`config.mk`:
```
export PLATFORM = sky130hd
export DESIGN_NAME = rstgen_top
export DESIGN_NICKNAME = d
export VERILOG_FILES = /design/src/rtl/rstgen_pkg.sv /design/src/rtl/rstgen_req.sv /design/src/rtl/rstgen_prio.sv /design/src/rtl/rstgen_seq.sv /design/src/rtl/rstgen_top.sv
export SDC_FILE = /design/constraint.sdc
export NUM_CORES = 1
export LEC_CHECK = 0
export BUFFER_PORTS_ARGS = -buffer_cell sky130_fd_sc_hd__buf_2
export CORE_ASPECT_RATIO = 0.8
export CORE_UTILIZATION = 35
export CTS_CLUSTER_SIZE = 16
export DETAILED_ROUTE_END_ITERATION = 16
export PLACE_DENSITY = 0.56
export SYNTH_ARGS = -nofsm -noshare
export SYNTH_HDL_FRONTEND = slang
export SYNTH_SLANG_ARGS = --single-unit
export TNS_END_PERCENT = 5
```
`constraint.sdc`:
```
create_clock -name clk_i -period 1.82 [get_ports clk_i]
set_input_delay 0.091 -clock clk_i [delete_from_list [all_inputs] [get_ports clk_i]]
set_output_delay 0.091 -clock clk_i [all_outputs]
set_load 0.05 [all_outputs]
```
`src/rtl/rstgen_pkg.sv`:
```
package rstgen_pkg;
  localparam int SRC_N   = 6;
  localparam int SRC_POR = 0;
  localparam int SRC_LVR = 1;
  localparam int SRC_EXT = 2;
  localparam int SRC_ILL = 3;
  localparam int SRC_CLK = 4;
  localparam int SRC_WDG = 5;

  typedef logic [SRC_N-1:0] src_vec_t;

  typedef enum logic [1:0] {
    ST_IDLE  = 2'd0,
    ST_DRIVE = 2'd1,
    ST_WAIT  = 2'd2
  } rst_state_e;
endpackage

```
`src/rtl/rstgen_req.sv`:
```
module rstgen_req
  import rstgen_pkg::*;
(
  input  logic     por_i,
  input  logic     lvr_i,
  input  logic     ill_i,
  input  logic     clkmon_i,
  input  logic     clkmon_en_i,
  input  logic     wdog_i,
  input  logic     wdog_en_i,
  output src_vec_t req_o
);
  always_comb begin
    req_o          = '0;
    req_o[SRC_POR] = por_i;
    req_o[SRC_LVR] = lvr_i;
    req_o[SRC_ILL] = ill_i;
    req_o[SRC_CLK] = clkmon_i & clkmon_en_i;
    req_o[SRC_WDG] = wdog_i & wdog_en_i;
  end
endmodule

```
`src/rtl/rstgen_prio.sv`:
```
module rstgen_prio #(
  parameter int N = 6
) (
  input  logic [N-1:0] sel_i,
  output logic [N-1:0] grant_o
);
  logic [N:0] blocked;
  assign blocked[0] = 1'b0;

  // lowest index has highest priority
  for (genvar i = 0; i < N; i++) begin : g_chain
    assign blocked[i+1] = blocked[i] | sel_i[i];
    assign grant_o[i]   = sel_i[i] & ~blocked[i];
  end

  always_comb begin
    p_grant_subset_r5: assert ((grant_o & ~sel_i) == '0 && $onehot0(grant_o));
  end
endmodule

```
`src/rtl/rstgen_seq.sv`:
```
module rstgen_seq
  import rstgen_pkg::*;
#(
  parameter int DRIVE_CYC = 512,
  parameter int WAIT_CYC  = 256
) (
  input  logic     clk_i,
  input  logic     rst_ni,
  input  src_vec_t req_i,
  input  logic     pin_i,
  output logic     pin_drive_low_o,
  output logic     core_rst_o,
  output src_vec_t src_code_o
);
  localparam int CNT_MAX = (DRIVE_CYC > WAIT_CYC) ? DRIVE_CYC : WAIT_CYC;
  localparam int CNT_W   = $clog2(CNT_MAX);
  localparam logic [CNT_W-1:0] DRIVE_LAST = CNT_W'(DRIVE_CYC - 1);
  localparam logic [CNT_W-1:0] WAIT_LAST  = CNT_W'(WAIT_CYC - 1);

  rst_state_e       state_q, state_d;
  logic [CNT_W-1:0] cnt_q, cnt_d;
  src_vec_t         pend_q, pend_d, code_q, code_d;
  src_vec_t         ext_vec, grant;
  logic             int_req;

  assign int_req = |req_i;

  always_comb begin
    ext_vec          = '0;
    ext_vec[SRC_EXT] = ~pin_i;
  end

  rstgen_prio #(.N(SRC_N)) u_prio (
    .sel_i   (pend_q | ext_vec),
    .grant_o (grant)
  );

  always_comb begin
    state_d = state_q;
    cnt_d   = cnt_q;
    pend_d  = pend_q;
    code_d  = code_q;
    unique case (state_q)
      ST_IDLE: begin
        if (int_req || !pin_i) begin
          state_d = ST_DRIVE;
          cnt_d   = '0;
          pend_d  = req_i | ext_vec;
        end
      end
      ST_DRIVE: begin
        if (int_req) begin
          cnt_d  = '0;
          pend_d = pend_q | req_i;
        end else if (cnt_q == DRIVE_LAST) begin
          state_d = ST_WAIT;
          cnt_d   = '0;
        end else begin
          cnt_d = cnt_q + 1'b1;
        end
      end
      ST_WAIT: begin
        if (int_req) begin
          state_d = ST_DRIVE;
          cnt_d   = '0;
          pend_d  = pend_q | req_i;
        end else if (cnt_q == WAIT_LAST) begin
          state_d = ST_IDLE;
          cnt_d   = '0;
          code_d  = grant;
        end else begin
          cnt_d = cnt_q + 1'b1;
        end
      end
      default: state_d = ST_IDLE;
    endcase
  end

  // register reset enters the power-on sequence directly
  always_ff @(posedge clk_i or negedge rst_ni) begin
    if (!rst_ni) begin
      state_q         <= ST_DRIVE;
      cnt_q           <= '0;
      pend_q          <= '0;
      pend_q[SRC_POR] <= 1'b1;
      code_q          <= '0;
    end else begin
      state_q <= state_d;
      cnt_q   <= cnt_d;
      pend_q  <= pend_d;
      code_q  <= code_d;
    end
  end

  assign pin_drive_low_o = (state_q == ST_DRIVE);
  assign core_rst_o      = (state_q != ST_IDLE);
  assign src_code_o      = code_q;

  p_drive_len_r2: assert property (@(posedge clk_i) disable iff (!rst_ni)
    $fell(pin_drive_low_o) |-> $past(cnt_q) == DRIVE_LAST);

  p_latch_end_r3: assert property (@(posedge clk_i) disable iff (!rst_ni)
    $fell(core_rst_o) |-> ($past(state_q) == ST_WAIT && $past(cnt_q) == WAIT_LAST));

  p_code_onehot_r5: assert property (@(posedge clk_i) disable iff (!rst_ni)
    $onehot0(src_code_o));

  p_restart_r7: assert property (@(posedge clk_i) disable iff (!rst_ni)
    (state_q != ST_IDLE && int_req) |=> (state_q == ST_DRIVE && cnt_q == '0));

  p_code_hold_r8: assert property (@(posedge clk_i) disable iff (!rst_ni)
    (state_q != ST_WAIT) |=> $stable(src_code_o));

  p_core_cover_r9: assert property (@(posedge clk_i) disable iff (!rst_ni)
    pin_drive_low_o |-> core_rst_o);
endmodule

```
`src/rtl/rstgen_top.sv`:
```
module rstgen_top
  import rstgen_pkg::*;
#(
  parameter int DRIVE_CYC = 512,
  parameter int WAIT_CYC  = 256
) (
  input  logic       clk_i,
  input  logic       rst_ni,
  input  logic       por_req_i,
  input  logic       lvr_req_i,
  input  logic       ill_addr_req_i,
  input  logic       clkmon_fail_i,
  input  logic       clkmon_en_i,
  input  logic       wdog_req_i,
  input  logic       wdog_en_i,
  input  logic       pin_i,
  output logic       pin_drive_low_o,
  output logic       core_rst_o,
  output logic [5:0] src_code_o
);
  src_vec_t req;

  rstgen_req u_req (
    .por_i       (por_req_i),
    .lvr_i       (lvr_req_i),
    .ill_i       (ill_addr_req_i),
    .clkmon_i    (clkmon_fail_i),
    .clkmon_en_i (clkmon_en_i),
    .wdog_i      (wdog_req_i),
    .wdog_en_i   (wdog_en_i),
    .req_o       (req)
  );

  rstgen_seq #(.DRIVE_CYC(DRIVE_CYC), .WAIT_CYC(WAIT_CYC)) u_seq (
    .clk_i           (clk_i),
    .rst_ni          (rst_ni),
    .req_i           (req),
    .pin_i           (pin_i),
    .pin_drive_low_o (pin_drive_low_o),
    .core_rst_o      (core_rst_o),
    .src_code_o      (src_code_o)
  );
endmodule

```
==> results of run 1 <==
## repair_timing
action                     4_1_cts  5_1_grt
cloned                           0        0
setup endpoints to repair       14       12
setup buffers                    1        2
hold endpoints to repair        21        0
gates resized for setup          0       14
pin swaps                        4        7
hold buffers                     1        0
## flip-flops by register name (all words and copies together), names as in the netlist
register	count
u_seq.cnt_q	9
u_seq.pend_q	6
u_seq.src_code_o	6
u_seq.state_q	2
## metal layers
| metal | GRT usage | vias up | wire length [um] |
|---|---|---|---|
| met4 | 0.0350 | 0 | 25 |
| met2 | 0.232 | 15 | 1260 |
| li1 | - | 545 | - |
| met5 | 0 | - | 0 |
| met1 | 0.186 | 508 | 1260 |
| met3 | 0.0344 | 4 | 74 |
## cell families (layout without fill, tap and decap cells)
family                   count (synthesis)  after routing  synth area share
buffers and inverters                   11             48            0.0383
AND/OR/NAND/NOR                         54             54             0.210
AO/OA/AOI/OAI                           36             36             0.202
multiplexers                             3              3            0.0265
flip-flops                              23             23             0.454
adder cells (fa/ha/maj)                  7              7            0.0688
## synth_stat cells, types with 2 or more instances
library cell,number
a21o_1,3
a21oi_1,5
a22o_1,4
dfrtp_1,21
dfstp_2,2
ha_1,7
inv_1,9
mux2_2,3
nand2_1,21
nand2b_1,2
nand3_1,6
nand4_1,2
nor2_1,10
nor2b_1,3
o21ai_0,14
or2_2,2
## final timing paths
path                                  endpoint  slack, ps  depth (start not counted)
max                             u_seq.cnt_q[2]        -60                          6
min                            u_seq.pend_q[2]         50                          2
min reg2reg                u_seq.src_code_o[4]        490                          2
min in group asynchronous  u_seq.src_code_o[3]        330                          2
max in group asynchronous     u_seq.state_q[0]       1120                          2
max reg2reg                     u_seq.cnt_q[2]        -60                          6
## final cells by class
type                            instances  area (um^2)  share of cell area
Tap cell                               42         52.6              0.0317
Sequential cell                        23          578               0.349
Clock inverter                          1         5.00             0.00302
Inverter                                9         33.8              0.0204
Clock buffer                            3         41.3              0.0249
Multi-Input combinational cell        100          723               0.437
Timing Repair Buffer                   35          223               0.134
## per-stage QoR
| step | instance area, um^2 | TNS, ps | power [mW] | worst slack (ps) | instances |
|---|---|---|---|---|---|
| after floorplan | 1280 | 0 | 0.957 | 1.12 | 134 |
| after global placement | 1520 | -307 | 1.08 | -91.9 | 206 |
| after detailed placement | 1520 | -909 | 1.09 | -168 | 206 |
| after CTS | 1580 | -96.5 | 1.42 | -76.4 | 212 |
| after global routing | 1660 | -1220 | 1.53 | -137 | 213 |
| final | 1660 | -280 | 1.43 | -60.8 | 213 |
## report_power, final
group / internal [mW] / total [mW] / leakage (nW) / switching [mW]
combinational: 0.196 / 0.494 / 0.475 / 0.298
clock: 0.153 / 0.313 / 0.0255 / 0.161
sequential: 0.582 / 0.622 / 0.302 / 0.0404
total: 0.930 / 1.43 / 0.802 / 0.499
==> reports/metrics.yaml, run 1 <==
synth_warnings: 0
grt_max_degree: 24
drtIter0Drc: 22
cpMaxStageDelayCell: "dfrtp_1"
cellPowerDensity_mw_per_mm2: 863
drc_errors: 0
timing.fmax_ghz: 0.532
skew_ps: 5.71
core.rowCount: 19
arrival_ps: 2030
setup_viol: 9
leakagePower_nw: 0.802
synth_seq_area_share: 0.454
hpwl_um: 1960
worstSetupStartpointType: "register"
ant_nets: 0
io_buffers: 17
grt_overflow: 0
synthesis.nets: 151
cpPeakStageDelay_ps: 370
grt_util_all_layers: 0.141
hp-class: "in2reg"
clk_pin_slew_worst_paths_ps: 80
fill_cells: 306
fin_nets: 189
synthTopCellsByArea: "dfrtp_1 41%, ha_1 6.9%, nand2_1 6.2%"
synth_top_area_share: 0.413
maxSlewHeadroom: 0.647
cts.sinks: 23
status: "finished, violations left"
routabilityCongestion: 0.772
netlist_instances: 134
fin_util: 0.481
final_cell_mix: "21 x nand2_1, 21 x dfrtp_1, 17 x buf_2, 17 x buf_4, 12 x o21ai_0"
fin_hold_ws_ps: 50.4
hold_viol_final: 0
cts_tree: "done"
die_h_um: 55.9
antenna_found_initial: 0
path_cells: "ha_2 > nand4_1 > o31ai_4 > a221oi_4 > and2b_4 > a221o_1"
worstSetupStartpoint: "u_seq.cnt_q[1]"
insertion_delay_ps: 260
n_antenna_cell: 0
finalCritPeriodShare: 1.03
synth_seq_cells: 23
die_area_mm2: 0.00388
finalMaxSlewViolations: 0
num_vias: 1072
grt_pass1_wl_um: 4400
syn-cell-area_mm2: 0.00127
worstPathRequired_ps: 1970
end_kind: "register"
clockBufferDepth: 2
syn_area_per_cell_um2: 9.50
yosys.area.top_type: "dfrtp_1"
violations: "negative setup slack"
io_pins: 18
routed_via_density: 5.03
finalWirelength_um: 2620
core_mm2: 0.00345
cts_max_level: 1
cp_top_family: "compound AO/OA/AOI/OAI gates"
wl_per_cell_um: 12.3
layout_setup_ws_ps: -60.8
grt_pass1_vias: 992
rsz0062_at_grt: "true"
first_pass_iters: 4
reg2reg_from: "u_seq.cnt_q[1]"
layout_min_cycle_time_ps: 1880
tightestPinTransition_ps: 530
initial_utilization: 0.369
synth.distinct_cells: 36
cts_root_buf: "clkbuf_8"
min-delay-start: "pin_i"
peakVddDrop_mv: 0.531
numCtsBuffers: 3
synthArstFlopShare: 1.00
cap_violations: 0
synth_edf_count: 0
drive_gt1_frac: 0.363
cp_max_fo: 7
die_w_um: 69.4
cp_num_buf_inv: 0
areaGrowthSynthToFinish_pct: 30.2
critical_path_class: "reg2reg"
synth-main-ff-cell: "dfrtp_1"
No activity file was read; power rests on OpenSTA's default activity.
==> run 2, diff against run 1 <==
--- a/config.mk
+++ b/config.mk
@@ -7,11 +7,13 @@
 export LEC_CHECK = 0
 export BUFFER_PORTS_ARGS = -buffer_cell sky130_fd_sc_hd__buf_2
 export CORE_ASPECT_RATIO = 0.8
+export CORE_MARGIN = 5
 export CORE_UTILIZATION = 35
 export CTS_CLUSTER_SIZE = 16
 export DETAILED_ROUTE_END_ITERATION = 16
 export PLACE_DENSITY = 0.56
 export SYNTH_ARGS = -nofsm -noshare
 export SYNTH_HDL_FRONTEND = slang
+export SYNTH_HIERARCHICAL = 1
 export SYNTH_SLANG_ARGS = --single-unit
 export TNS_END_PERCENT = 5
==> reports/metrics.yaml, run 2 <==
critical_path_class: "reg2reg"
initial_utilization: 0.366  # -0.00324
synthArstFlopShare: 1.00  # unchanged
maxSlewHeadroom: 0.659  # +0.0118
areaGrowthSynthToFinish_pct: 23.2
cpMaxStageDelayCell: "dfrtp_1"
hold_depth: 3  # +1
synth_seq_area_share: 0.410  # -0.0443
hpwl_um: 2440  # +24%
setup_viol: 7  # -2
rsz0062_at_grt: "true"
reg2reg_to: "u_seq/cnt_q[2]"
synthSimpleGateAreaFrac: 0.208  # -0.00279
core.rowCount: 20  # +1
violations: "negative setup slack"
synth_seq_cells: 23  # unchanged
die_h_um: 66.8  # +19%
final_common_cell: "dfrtp_1"
hp-class: "in2reg"
drc_errors: 0  # unchanged
numCtsBuffers: 3  # unchanged
synth-adder-area-share: 0.0710  # +0.00216
layout_setup_ws_ps: -30.6  # +30.2 ps
grt_pass1_wl_um: 5330  # +21%
num_vias: 1164  # +8.6%
tightestPinTransition_ps: 512  # -17.7 ps
arrival_ps: 2000  # -30 ps
routed_via_density: 5.22  # +3.7%
clk_pin_slew_worst_paths_ps: 80  # about the same
end_kind: "register"
fin_util: 0.451  # -0.0299
synth.area.mux_share: 0.0701  # +0.0435
drive_gt1_frac: 0.405  # +0.0422
min-delay-start: "ill_addr_req_i"
leakagePower_nw: 0.773  # -3.7%
ff2ff_setup_slack_ps: -30  # +30 ps
peakVddDrop_mv: 0.525  # -1.1%
drtIter0Drc: 27  # +23%
insertion_delay_ps: 260  # about the same
grt_overflow: 0  # unchanged
routabilityCongestion: 0.856  # +11%
grt_max_degree: 24  # unchanged
top_register: "u_seq/cnt_q"
antenna_found_initial: 0  # unchanged
die_area_mm2: 0.00541  # +39%
hold_viol_final: 0  # unchanged
clockBufferDepth: 2  # unchanged
cp_top_family: "simple AND/OR/NAND/NOR gates"
synth_top_area_share: 0.373  # -0.0403
yosys.area_share.xor_xnor: 0.00621  # +0.00621
cts_max_level: 1  # unchanged
die_w_um: 81.0  # +17%
cpPeakStageDelay_ps: 360  # about the same
timing.fmax_ghz: 0.540  # +1.6%
worstSetupStartpointType: "register"
finalWirelength_um: 3150  # +20%
skew_ps: 1.92  # -3.78 ps
layout_min_cycle_time_ps: 1850  # -30.2 ps
syn_area_per_cell_um2: 10.0  # +5.3%
fin_nets: 187  # -1.1%
cp_num_buf_inv: 0  # unchanged
final_cell_mix: "21 x dfrtp_1, 17 x buf_2, 13 x a21oi_1, 13 x buf_4, 12 x nor2_1"
status: "finished, violations left"
synth_warnings: 6  # +6
cts.sinks: 23  # unchanged
io_buffers: 17  # unchanged
synth.top_cells.by_count: "21 x dfrtp_1, 15 x a21oi_1, 12 x nor2_1"
synth_top_family_by_area: "simple AND/OR/NAND/NOR gates"
synth_compound_area_frac: 0.175  # -0.0268
yosysMostFrequentCell: "dfrtp_1"
netlist_instances: 141  # +5.2%
cp_max_fo: 6  # -1
synth_edf_count: 0  # unchanged
yosys.area.top_type: "dfrtp_1"
whs_endpoint: "u_seq/pend_q[3]"
synth.distinct_cells: 45  # +25%
wl_per_cell_um: 14.1  # +15%
largest_reg_flops: 9  # unchanged
finalCritPeriodShare: 1.02  # -0.0166
syn-cell-area_mm2: 0.00141  # +11%
first_pass_iters: 5  # +1
core_mm2: 0.00385  # +12%
cap_violations: 0  # unchanged
io_pins: 18  # unchanged
grt_util_all_layers: 0.128  # -0.0128
cts_root_buf: "clkbuf_8"
cellPowerDensity_mw_per_mm2: 1240  # +44%
setup_tns_ps: -145  # +135 ps
worstPathRequired_ps: 1970  # about the same
synth-main-ff-cell: "dfrtp_1"
path_cells: "ha_2 > and4_1 > and4_4 > ha_1 > nor2b_2 > o21ai_0 > a31o_2 > nor2_1"
ff2ff_path_depth: 8  # +2
synthTopCellsByArea: "dfrtp_1 37%, ha_1 7.1%, mux2_2 5.6%"
n_antenna_cell: 0  # unchanged
cts_tree: "done"
synthesis.nets: 159  # +5.3%
grt_pass1_vias: 1155  # +16%
reg2reg_from: "u_seq/cnt_q[0]"
finalMaxSlewViolations: 0  # unchanged
ant_nets: 0  # unchanged
## run 2: cell count changes after synthesis, moves of 3 or more
cell	before	now
buf_4	0	6
and2_1	0	3
a21oi_1	5	15
nand3_1	6	3
mux2_2	3	7
o21ai_0	14	6
nand2_1	21	5
a22o_1	4	0
or3_2	0	3
## run 2: how the worst max path moves through the flow
stage	from	endpoint	slack, ps	cells after the start
2_1_floorplan	u_seq/state_q[0]	u_seq/cnt_q[3]	-60	8
3_5_place_dp	u_seq/cnt_q[1]	u_seq/state_q[0]	-190	8
6_report	u_seq/cnt_q[0]	u_seq/cnt_q[2]	-30	8
3_3_place_gp	u_seq/cnt_q[1]	u_seq/src_code_o[0]	-100	6
5_1_grt	u_seq/cnt_q[1]	u_seq/cnt_q[2]	-120	8
4_1_cts	u_seq/cnt_q[0]	u_seq/state_q[1]	-30	8
## run 2: timing repair
item,in CTS,in global routing
hold buffers,1,0
pin swaps,5,1
endpoints found under the hold margin,21,0
resized for setup,8,5
setup buffers,0,1
endpoints found under the setup margin,16,16
## run 2: worst min-delay path, cell delays in order
cell and delay [ps]:
buf_2 100, a21oi_1 40, nor2_1 70
## run 2: cell type report
type	instances	area, um^2
Fill cell	391	2120
Multi-Input combinational cell	103	826
Sequential cell	23	578
Timing Repair Buffer	31	193
Tap cell	55	68.8
Clock buffer	4	45.0
Inverter	7	26.3
## run 2: routing by layer
| layer | GRT usage | routed length, um | vias to the layer above |
|---|---|---|---|
| met5 | 0 | 0 | - |
| met4 | 0.0338 | 27 | 0 |
| met3 | 0.0351 | 112 | 4 |
| met2 | 0.224 | 1600 | 24 |
| met1 | 0.153 | 1410 | 577 |
| li1 | - | - | 559 |
## run 2: logic make-up after synthesis
logic type,Yosys count
fa+ha+maj,8
xor+xnor,1
mux,9
simple gates,49
flops,23
buf+inv,15
compound gates,35
other cells,1
## run 2: metrics by stage
stage          power, mW  hold WS (ps)  std cells  instance area [um^2]  setup slack (ps)
2_1_floorplan       1.55          -205        141                  1440             -59.0
3_3_place_gp        1.74          91.5        217                  1620             -95.1
3_5_place_dp        1.77          97.0        217                  1620              -192
4_1_cts             2.12          87.8        222                  1710             -30.7
5_1_grt             2.33           115        223                  1740              -125
6_report            2.16          86.8        223                  1740             -30.6
## run 2: power by group
group | total, mW | switching (mW) | internal [mW]
combinational | 1.14 | 0.669 | 0.473
sequential | 0.709 | 0.0935 | 0.615
clock | 0.306 | 0.150 | 0.156
total | 2.16 | 0.913 | 1.24
==> run 3, diff against run 2 <==
--- a/config.mk
+++ b/config.mk
@@ -7,7 +7,7 @@
 export LEC_CHECK = 0
 export BUFFER_PORTS_ARGS = -buffer_cell sky130_fd_sc_hd__buf_2
 export CORE_ASPECT_RATIO = 0.8
-export CORE_MARGIN = 5
+export CORE_MARGIN = 3
 export CORE_UTILIZATION = 35
 export CTS_CLUSTER_SIZE = 16
 export DETAILED_ROUTE_END_ITERATION = 16
==> reports/metrics.yaml, run 3 (synthesis gave the netlist of run 2 again) <==
setup_viol: 1  # -6
grt_overflow: 0  # unchanged
areaGrowthSynthToFinish_pct: 22.5
core_mm2: 0.00364  # -5.6%
timing.fmax_ghz: 0.547  # +1.2%
setup_tns_ps: -7.98  # +137 ps
die_h_um: 62.8  # -6.0%
maxSlewHeadroom: 0.652  # -0.00653
die_w_um: 77.0  # -4.9%
hpwl_um: 2410  # -1.1%
peakVddDrop_mv: 0.545  # +3.9%
worstPathRequired_ps: 2010  # +40 ps
worstSetupStartpointType: "register"
routabilityCongestion: 0.818  # -4.5%
cap_violations: 0  # unchanged
numCtsBuffers: 3  # unchanged
cts_max_level: 1  # unchanged
die_area_mm2: 0.00483  # -11%
initial_utilization: 0.388  # +0.0218
largest_reg_flops: 9  # unchanged
routed_via_density: 5.17  # -0.97%
n_antenna_cell: 0  # unchanged
finalMaxSlewViolations: 0  # unchanged
hold_depth: 3  # unchanged
layout_min_cycle_time_ps: 1830  # -22.6 ps
grt_pass1_wl_um: 5500  # +3.1%
final_common_cell: "dfrtp_1"
ff2ff_path_depth: 8  # unchanged
hp-class: "in2reg"
insertion_delay_ps: 260  # about the same
drtIter0Drc: 54  # +100%
final_cell_mix: "21 x dfrtp_1, 17 x buf_2, 14 x a21oi_1"
clk_pin_slew_worst_paths_ps: 80  # about the same
wl_per_cell_um: 14.1  # about the same
cts.sinks: 23  # unchanged
core.rowCount: 19  # -5.0%
io_buffers: 17  # unchanged
fin_util: 0.475  # +0.0244
io_pins: 18  # unchanged
top_register: "u_seq/cnt_q"
grt_util_all_layers: 0.140  # +0.0123
finalWirelength_um: 3090  # -1.8%
hold_viol_final: 0  # unchanged
layout_setup_ws_ps: -7.98  # +22.6 ps
rsz0062_at_grt: "true"
skew_ps: 2.36  # +0.440 ps
arrival_ps: 2020  # +20 ps
antenna_found_initial: 0  # unchanged
status: "finished, violations left"
placed_area_mm2: 0.00162  # -0.23%
first_pass_iters: 4  # -1
cellPowerDensity_mw_per_mm2: 1250  # +0.40%
end_kind: "register"
drive_gt1_frac: 0.389  # -0.0155
fin_nets: 186  # -0.53%
finalInstanceArea_mm2: 0.00173  # -0.50%
cts_root_buf: "clkbuf_8"
ant_nets: 0  # unchanged
finalCritPeriodShare: 1.00  # -0.0124
violations: "negative setup slack"
critical_path_class: "reg2reg"
num_vias: 1132  # -2.7%
tightestPinTransition_ps: 522  # +9.79 ps
cts_tree: "done"
cp_max_fo: 3  # -3
leakagePower_nw: 0.768  # -0.56%
p_total_mw: 2.15  # -0.11%
clockBufferDepth: 2  # unchanged
grt_max_degree: 24  # unchanged
grt_pass1_vias: 1156  # +0.087%
drc_errors: 0  # unchanged
cts_setup_buffers: 0  # unchanged
run 3: cell types whose count changed in the layout (fill, tap and decap cells not counted):
cell	delta
mux2_2	-6
mux2_4	+6
a21oi_1	+1
a21oi_2	-1
buf_4	-1
clkbuf_1	-1
clkinvlp_4	+1
o31ai_1	+1
o31ai_2	-1
o32ai_2	+1
o32ai_4	-1
or4_1	+1
or4_4	-1
run 3: metrics by stage:
step | hold WS, ps | setup slack, ps | instances
after global placement | 88.8 | -112 | 214
after CTS | 81.4 | -22.1 | 219
after global routing | 132 | -130 | 219
final | 95.8 | -7.98 | 219
after detailed placement | 97.0 | -146 | 214
after floorplan | -205 | -59.0 | 141
run 3: final timing paths:
kind / from / end / slack (ps)
setup / recovery: u_seq/cnt_q[1] / u_seq/state_q[0] / -8
hold / removal: ill_addr_req_i / u_seq/pend_q[3] / 100
setup reg to reg: u_seq/cnt_q[1] / u_seq/state_q[0] / -8
hold reg to reg: u_seq/pend_q[2] / u_seq/pend_q[2] / 500
max in group asynchronous: rst_ni / u_seq/pend_q[0] / 1120
min in group asynchronous: rst_ni / u_seq/cnt_q[4] / 330
run 3: per-layer routing:
metal	track usage	vias to the layer above	routed length, um
met5	0	-	0
met4	0.0181	0	19
met3	0.0375	4	133
met2	0.208	25	1370
met1	0.208	547	1570
li1	-	556	-
run 3: worst max-delay path, stage by stage (launching register included):
cell and delay, ps:
dfrtp_1 390, ha_2 180, and4_1 160, and4_4 160, ha_4 170, nor2b_4 130
a21oi_2 40, o32ai_2 280, mux2i_1 240
run 3: layout make-up:
type,instances,area [um^2]
well taps,52,65.1
repair buffers,30,185
fillers,364,1910
flip-flops and latches,23,578
clock inverters,1,7.51
inverters,7,26.3
multi-input cells,103,825
clock buffers,3,41.3
run 3: repair_timing:
action	CTS	global route
cloned	0	0
hold endpoints to repair	21	0
pin swaps	3	1
hold buffers	1	0
resized for setup	7	8
endpoints found under the setup margin	15	17
run 3: power breakdown:
part | internal [mW] | switching (mW) | leakage (nW)
Combinational | 0.476 | 0.651 | 0.449
Clock | 0.155 | 0.166 | 0.0217
Sequential | 0.615 | 0.0916 | 0.298
